<file path="src/rtl/bkl_pkg.sv">
// Package: shared encodings for the backlog counter bank.
// Assumes the in-page offset layout is fixed: action in bits 11:10,
// priority in bits 6:4.
package bkl_pkg;
    localparam int NUM_PRIO = 8;
    localparam int PRIO_W   = 3;
    localparam int OP_LSB   = 10;
    localparam int PRIO_LSB = 4;
    localparam int CNT_W    = 16;

    typedef enum logic [1:0] {
        OP_ADD   = 2'b00,
        OP_SUB   = 2'b01,
        OP_PEEK0 = 2'b10,
        OP_PEEK1 = 2'b11
    } bkl_op_e;

    typedef enum logic [1:0] {
        SZ_B1 = 2'd0,
        SZ_B2 = 2'd1,
        SZ_B4 = 2'd2,
        SZ_B8 = 2'd3
    } bkl_size_e;
endpackage

</file>
<file path="src/rtl/bkl_decode.sv">
// Module: bkl_decode
// Splits a request address into target, priority and action. Also judges
// whether the request is legal: the width must suit its direction and the
// page must be a configured target.
// Assumes PAGE_SHIFT >= 12 so the offset fields sit inside one page.
module bkl_decode
    import bkl_pkg::*;
#(
    parameter int ADDR_W      = 20,
    parameter int PAGE_SHIFT  = 12,
    parameter int NUM_TARGETS = 16,
    localparam int PG_W       = ADDR_W - PAGE_SHIFT,
    localparam int TGT_W      = (NUM_TARGETS > 1) ? $clog2(NUM_TARGETS) : 1
) (
    input  logic              req_valid,
    input  logic              req_write,
    input  logic [1:0]        req_size,
    input  logic [ADDR_W-1:0] req_addr,
    output logic [TGT_W-1:0]  tgt_idx,
    output logic [PRIO_W-1:0] prio,
    output bkl_op_e           op,
    output logic              access_ok,
    output logic              access_err
);
    localparam logic [PG_W:0] TGT_LIMIT = (PG_W+1)'(NUM_TARGETS);

    logic [PG_W-1:0] page;
    logic            size_ok;
    logic            in_range;

    // Field extraction from the address.
    always_comb begin
        page    = req_addr[ADDR_W-1:PAGE_SHIFT];
        tgt_idx = page[TGT_W-1:0];
        prio    = req_addr[PRIO_LSB +: PRIO_W];
        op      = bkl_op_e'(req_addr[OP_LSB +: 2]);
    end

    // Legality: width per direction and page within the configured targets.
    always_comb begin
        size_ok    = req_write ? (req_size == SZ_B1) : (req_size == SZ_B2);
        in_range   = {1'b0, page} < TGT_LIMIT;
        access_ok  = req_valid && size_ok && in_range;
        access_err = req_valid && !(size_ok && in_range);
    end
endmodule

</file>
<file path="src/rtl/bkl_update.sv">
// Module: bkl_update
// Works out the next count for one access: add with wrap, subtract clamped
// at zero, or unchanged for a peek. Purely combinational.
module bkl_update
    import bkl_pkg::*;
#(
    parameter int W = CNT_W
) (
    input  bkl_op_e      op,
    input  logic [W-1:0] old_cnt,
    input  logic [W-1:0] step,
    output logic [W-1:0] new_cnt,
    output logic         changes
);
    // Next-value selection per action.
    always_comb begin
        unique case (op)
            OP_ADD:  new_cnt = old_cnt + step;
            OP_SUB:  new_cnt = (old_cnt > step) ? (old_cnt - step) : '0;
            default: new_cnt = old_cnt;
        endcase
        changes = (op == OP_ADD) || (op == OP_SUB);
    end

    // Guards on the arithmetic result.
    always_comb begin
        if (op == OP_SUB) begin
            a_r6_sub_never_grows: assert (new_cnt <= old_cnt);
        end
        if (!changes) begin
            a_r2_peek_keeps_value: assert (new_cnt == old_cnt);
        end
    end
endmodule

</file>
<file path="src/rtl/bkl_store.sv">
// Module: bkl_store
// Flat register store of all counters, indexed by {target, priority}.
// Provides one combinational read port and one write port.
// Assumes the write index is always that of a configured counter.
module bkl_store
    import bkl_pkg::*;
#(
    parameter int NUM_TARGETS = 16,
    parameter int W           = CNT_W,
    localparam int TGT_W      = (NUM_TARGETS > 1) ? $clog2(NUM_TARGETS) : 1,
    localparam int IDX_W      = TGT_W + PRIO_W,
    localparam int ENTRIES    = NUM_TARGETS * NUM_PRIO
) (
    input  logic             clk,
    input  logic             rst_n,
    input  logic [IDX_W-1:0] rd_idx,
    output logic [W-1:0]     rd_data,
    input  logic             wr_en,
    input  logic [IDX_W-1:0] wr_idx,
    input  logic [W-1:0]     wr_data
);
    logic [ENTRIES-1:0][W-1:0] cnt_q;

    // Counter storage: cleared on reset, one entry written per cycle.
    always_ff @(posedge clk) begin
        if (!rst_n) begin
            cnt_q <= '0;
        end else if (wr_en) begin
            cnt_q[wr_idx] <= wr_data;
        end
    end

    // Read port.
    always_comb begin
        rd_data = cnt_q[rd_idx];
    end

    a_r2_stable_unless_written: assert property (
        @(posedge clk) disable iff (!rst_n)
        !wr_en |=> $stable(cnt_q));

    a_r11_write_lands: assert property (
        @(posedge clk) disable iff (!rst_n)
        wr_en |=> cnt_q[$past(wr_idx)] == $past(wr_data));
endmodule

</file>
<file path="src/rtl/bkl_counter_bank.sv">
// Module: bkl_counter_bank
// Top of the addressed backlog counter bank. Decodes each request, applies
// the action to the selected counter in the same cycle and registers a
// one-cycle-later response.
// Assumes at most one request per cycle with no back-pressure.
module bkl_counter_bank
    import bkl_pkg::*;
#(
    parameter int ADDR_W      = 20,
    parameter int PAGE_SHIFT  = 12,
    parameter int NUM_TARGETS = 16
) (
    input  logic              clk,
    input  logic              rst_n,
    input  logic              req_valid,
    input  logic              req_write,
    input  logic [1:0]        req_size,
    input  logic [ADDR_W-1:0] req_addr,
    input  logic [7:0]        req_wdata,
    output logic              rsp_valid,
    output logic [15:0]       rsp_rdata,
    output logic              rsp_err
);
    localparam int TGT_W = (NUM_TARGETS > 1) ? $clog2(NUM_TARGETS) : 1;
    localparam int IDX_W = TGT_W + PRIO_W;

    logic [TGT_W-1:0]  tgt_idx;
    logic [PRIO_W-1:0] prio;
    bkl_op_e           op;
    logic              access_ok;
    logic              access_err;
    logic [IDX_W-1:0]  cnt_idx;
    logic [CNT_W-1:0]  old_cnt;
    logic [CNT_W-1:0]  new_cnt;
    logic [CNT_W-1:0]  step;
    logic              changes;
    logic              wr_en;

    bkl_decode #(
        .ADDR_W      (ADDR_W),
        .PAGE_SHIFT  (PAGE_SHIFT),
        .NUM_TARGETS (NUM_TARGETS)
    ) i_decode (
        .req_valid  (req_valid),
        .req_write  (req_write),
        .req_size   (req_size),
        .req_addr   (req_addr),
        .tgt_idx    (tgt_idx),
        .prio       (prio),
        .op         (op),
        .access_ok  (access_ok),
        .access_err (access_err)
    );

    // Counter index and step size for this access.
    always_comb begin
        cnt_idx = {tgt_idx, prio};
        step    = req_write ? {{(CNT_W-8){1'b0}}, req_wdata} : CNT_W'(1);
        wr_en   = access_ok && changes;
    end

    bkl_update #(.W(CNT_W)) i_update (
        .op      (op),
        .old_cnt (old_cnt),
        .step    (step),
        .new_cnt (new_cnt),
        .changes (changes)
    );

    bkl_store #(
        .NUM_TARGETS (NUM_TARGETS),
        .W           (CNT_W)
    ) i_store (
        .clk     (clk),
        .rst_n   (rst_n),
        .rd_idx  (cnt_idx),
        .rd_data (old_cnt),
        .wr_en   (wr_en),
        .wr_idx  (cnt_idx),
        .wr_data (new_cnt)
    );

    // Response register: old count on a good load, ones on a bad load.
    always_ff @(posedge clk) begin
        if (!rst_n) begin
            rsp_valid <= 1'b0;
            rsp_err   <= 1'b0;
            rsp_rdata <= '0;
        end else begin
            rsp_valid <= req_valid;
            rsp_err   <= access_err;
            if (!req_valid || req_write) begin
                rsp_rdata <= '0;
            end else if (access_ok) begin
                rsp_rdata <= old_cnt;
            end else begin
                rsp_rdata <= '1;
            end
        end
    end

    a_r3_rsp_follows_req: assert property (
        @(posedge clk) disable iff (!rst_n)
        req_valid |=> rsp_valid);

    a_r3_quiet_when_idle: assert property (
        @(posedge clk) disable iff (!rst_n)
        !req_valid |=> !rsp_valid && !rsp_err);

    a_r5_store_returns_zero: assert property (
        @(posedge clk) disable iff (!rst_n)
        (req_valid && req_write) |=> rsp_rdata == 16'h0000);

    a_r10_bad_load_ones: assert property (
        @(posedge clk) disable iff (!rst_n)
        (req_valid && !req_write && access_err) |=> rsp_err && rsp_rdata == 16'hFFFF);

    a_r8_no_write_on_error: assert property (
        @(posedge clk) disable iff (!rst_n)
        access_err |-> !wr_en);
endmodule

</file>
<file path="config.mk">
export PLATFORM = sky130hd
export DESIGN_NAME = bkl_counter_bank
export DESIGN_NICKNAME = d
export VERILOG_FILES = /design/src/rtl/bkl_pkg.sv /design/src/rtl/bkl_decode.sv /design/src/rtl/bkl_update.sv /design/src/rtl/bkl_store.sv /design/src/rtl/bkl_counter_bank.sv
export SDC_FILE = /design/constraint.sdc
export NUM_CORES = 2
export LEC_CHECK = 0
export BUFFER_PORTS_ARGS = -buffer_cell sky130_fd_sc_hd__buf_2
export CAP_MARGIN = 20
export CORE_MARGIN = 8
export CORE_UTILIZATION = 30
export DETAILED_ROUTE_END_ITERATION = 10
export GPL_ROUTABILITY_DRIVEN = 0
export PLACE_DENSITY_LB_ADDON = 0.3
export SETUP_SLACK_MARGIN = 0.05
export SYNTH_ARGS = -nofsm -noshare
export SYNTH_HDL_FRONTEND = slang
export SYNTH_SLANG_ARGS = --single-unit
export TNS_END_PERCENT = 20
</file>
<file path="constraint.sdc">
create_clock -name clk -period 18.6 [get_ports clk]
set_clock_uncertainty 0.1 [all_clocks]
set_input_delay 1.86 -clock clk [delete_from_list [all_inputs] [get_ports clk]]
set_output_delay 1.86 -clock clk [all_outputs]
set_load 0.02 [all_outputs]
</file>
==> impl_metrics.ini <==
[hold_path]
hold_path_startpoint = i_store.cnt_q[1902]$_SDFFE_PN0P_
hold_path_class = flip-flop to flip-flop

[logic_synthesis]
yosysUniqueCellTypes = 97
netlist_area_um2 = 86300
synth_warnings = 0
synth_xor_area_share_pct = 0.122
avgSynthCellArea_um2 = 8.72
yosysSeqAreaShare_pct = 47.9
synthArstFlopShare_pct = 0
ys.flop_type = dfxtp_1
synth_most_common_cell = dfxtp_1
synth_edf_count = 0
synthMuxAreaShare_pct = 6.20
ys_ff_latch = 2066
synth_cells = 9901
synth_commonest_cells = dfxtp_1, o21ai_0, a21oi_1
synth_nets = 9954
synth-adder-area-share_pct = 0.293
synth_compound_area_share_pct = 30.7
synth_top_area_cell = dfxtp_1
synth_top_family_by_area = compound AO/OA/AOI/OAI gates
synthTopCellsByArea = dfxtp_1, o21ai_0, a21oi_1
synth_simple_gate_area_share_pct = 8.86
yosys.area.top_type_share_pct = 47.9

[floorplanning]
initial_utilization_pct = 30.1
dieArea_um2 = 305000
row_count = 197
core_region_area_um2 = 287000
chipHeight_um = 552
die-width_um = 552
io_pins = 52

[drt]
dr.pass1.iters = 9
drt_iter0_drc = 10900
drt_wl_total_mm = 385
viasPerCell = 6.10
via_count = 81500
wl_met1_mm = 151
highest_layer = met5
route.met3.wl_mm = 43.8
wl_met2_mm = 162
drc = 0
antenna_left = 0
wire_per_inst_um = 28.8

[clock_network]
post_cts_buffers = 0
clk_pin_slew_worst_paths_ns = 0.06
cts-root-buf = clkbuf_16
cts_buffers = 218
hold_buffers = 0
clkLatencyLatePin_ns = 0.89
cts_buffer_depth = 3
clock_sinks = 2066
cts_tree = done
htree_levels = 4
ctsResizeCount = 0

[run]
drv_cap = 0

[worst_setup_path]
worstSetupEndpoint = i_store.cnt_q[46]$_SDFFE_PN0P_
slowest_stage = a311o_2
path_class = input pin to flip-flop
critPathTopFamily = compound AO/OA/AOI/OAI gates
cp.required_ns = 19.30
worstReg2RegEnd = i_store.cnt_q[46]$_SDFFE_PN0P_
crit_fanout = 49
cp.depth = 26
reg2reg_depth = 21
end_kind = flip-flop
regToRegSetupSlack_ns = 9.26
reg2reg_from = i_store.cnt_q[1392]$_SDFFE_PN0P_
crit_buf_inv = 7
worst_ep_arrival_time_ns = 12.73
cpMostUsedCell = buf_4
critPathLaunch = req_addr[5]
slowest_delay_ns = 1.02
startpoint_type = input pin

[global_routing]
grt_overflow_total = 0
grt_max_degree = 256
antenna_found_initial = 34
grt_first_pass_wirelength_mm = 546
grt_pass1_vias = 75700
grtUsageTotal_pct = 23.7

[pwr]
p_leak_nw = 33.4
max-vdd-ir-drop_mv = 0.0908
power_mw = 9.90
p_per_area_nw_per_um2 = 101

[timing]
max_clock_freq_mhz = 83.1
slew_violations = 0
fin_crit_ns = 12.03
worst_slew_pin_slew_ns = 1.29
tns_ns = 0
period_share_pct = 64.7
hold_viol = 0
max_slew_margin_pct = 13.8
setup_violations = 0
rsz0062_at_grt = no

[final_layout]
final_util_pct = 34.0
nNetsFinal = 9451
drive_above_1_share_pct = 11.6
fillers = 29000
areaGrowthSynthToFinish_pct = 13.2

[place]
place.port_buffers = 44
dp_hpwl_mm = 231

[outcome]
status = complete, no violations
stage by stage:
step	area (um^2)	hold slack, ns	setup slack [ns]	instances
6_report	97700	0.349	6.57	13400
3_5_place_dp	89600	0.341	5.89	12900
4_1_cts	96900	0.349	6.85	13300
2_1_floorplan	86300	0.327	10.35	9901
5_1_grt	97600	0.367	6.31	13400
3_3_place_gp	89200	0.337	5.85	12900
flip-flops by register name, indices dropped and copies added (netlist names):
signal / count
i_store.cnt_q: 2048
rsp_valid: 1
rsp_err: 1
rsp_rdata: 16
placed cells by master, fill, tap and decap left out, types with 18 or more instances in the layout:
cell type / instances
a21boi_0: 145
a21boi_1: 115
a21oi_1: 1344
a221o_1: 23
a221oi_1: 281
a22o_1: 55
a22oi_1: 196
a31oi_1: 246
buf_12: 22
buf_2: 39
buf_4: 242
buf_8: 38
clkbuf_1: 50
clkbuf_16: 222
clkbuf_8: 49
clkinv_2: 50
dfxtp_1: 2066
mux2_2: 98
mux2i_1: 190
mux4_2: 102
nand2_1: 763
nand3_1: 539
nand4_1: 18
nor2_1: 186
nor2_2: 107
nor3_1: 18
o21a_1: 22
o21ai_0: 1851
o21ai_1: 41
o221ai_1: 32
o22ai_1: 54
area by class of cell:
type / count / area [um^2] / share of cell area, %
inverters: 21 / 86.3 / 0.0884
clock buffers: 320 / 6390 / 6.55
diodes: 9 / 22.5 / 0.0231
repair buffers: 364 / 3520 / 3.61
multi-input cells: 6727 / 40500 / 41.5
flip-flops and latches: 2066 / 41400 / 42.4
well taps: 3781 / 4730 / 4.84
clock inverters: 84 / 1000 / 1.03
cell families (layout without fill, tap and decap cells):
kind of cell             count (synthesis)  after routing
AO/OA/AOI/OAI                         4558           4558
flip-flops                            2066           2066
AND/OR/NAND/NOR                       1744           1744
buffers and inverters                 1108            789
multiplexers                           394            394
adder cells (fa/ha/maj)                 19             19
XOR/XNOR                                12             12
other                                    0              9
worst reg2reg max path, stage by stage (launching register included):
cell	delay, ns
dfxtp_1	0.31
mux4_2	0.47
a221oi_1	0.74
o21ai_0	0.53
a21oi_1	0.30
a211oi_1	0.23
a211oi_1	0.98
ha_1	0.34
inv_1	0.07
fa_1	0.46
nand3b_1	0.14
a21oi_1	0.10
o21ai_0	0.24
a21oi_1	0.15
or2_2	0.30
a211oi_1	0.28
nor3b_2	0.56
a311o_2	1.03
buf_4	0.83
buf_4	0.72
nand3_1	0.19
a21boi_0	0.21
power by group:
part | total (mW) | switching [mW] | internal [mW]
registers | 4.43 | 0.000488 | 4.43
logic | 0.945 | 0.783 | 0.162
clock network | 4.53 | 1.91 | 2.62
total | 9.90 | 2.70 | 7.20
routing by layer:
metal  up-vias  track usage (%)
li1      35400                -
met1     40000             30.3
met2      4923             35.2
met3      1193             6.33
met4        22             15.0
met5         -                0
worst min path at each step:
| stage | cells after the start | endpoint |
|---|---|---|
| 2_1_floorplan | 2 | i_store.cnt_q[1086]$_SDFFE_PN0P_ |
| 3_3_place_gp | 2 | i_store.cnt_q[1838]$_SDFFE_PN0P_ |
| 3_5_place_dp | 2 | i_store.cnt_q[1902]$_SDFFE_PN0P_ |
| 4_1_cts | 2 | i_store.cnt_q[1902]$_SDFFE_PN0P_ |
| 5_1_grt | 2 | i_store.cnt_q[1086]$_SDFFE_PN0P_ |
| 6_report | 2 | i_store.cnt_q[1902]$_SDFFE_PN0P_ |
No activity file was read; power rests on OpenSTA's default activity.
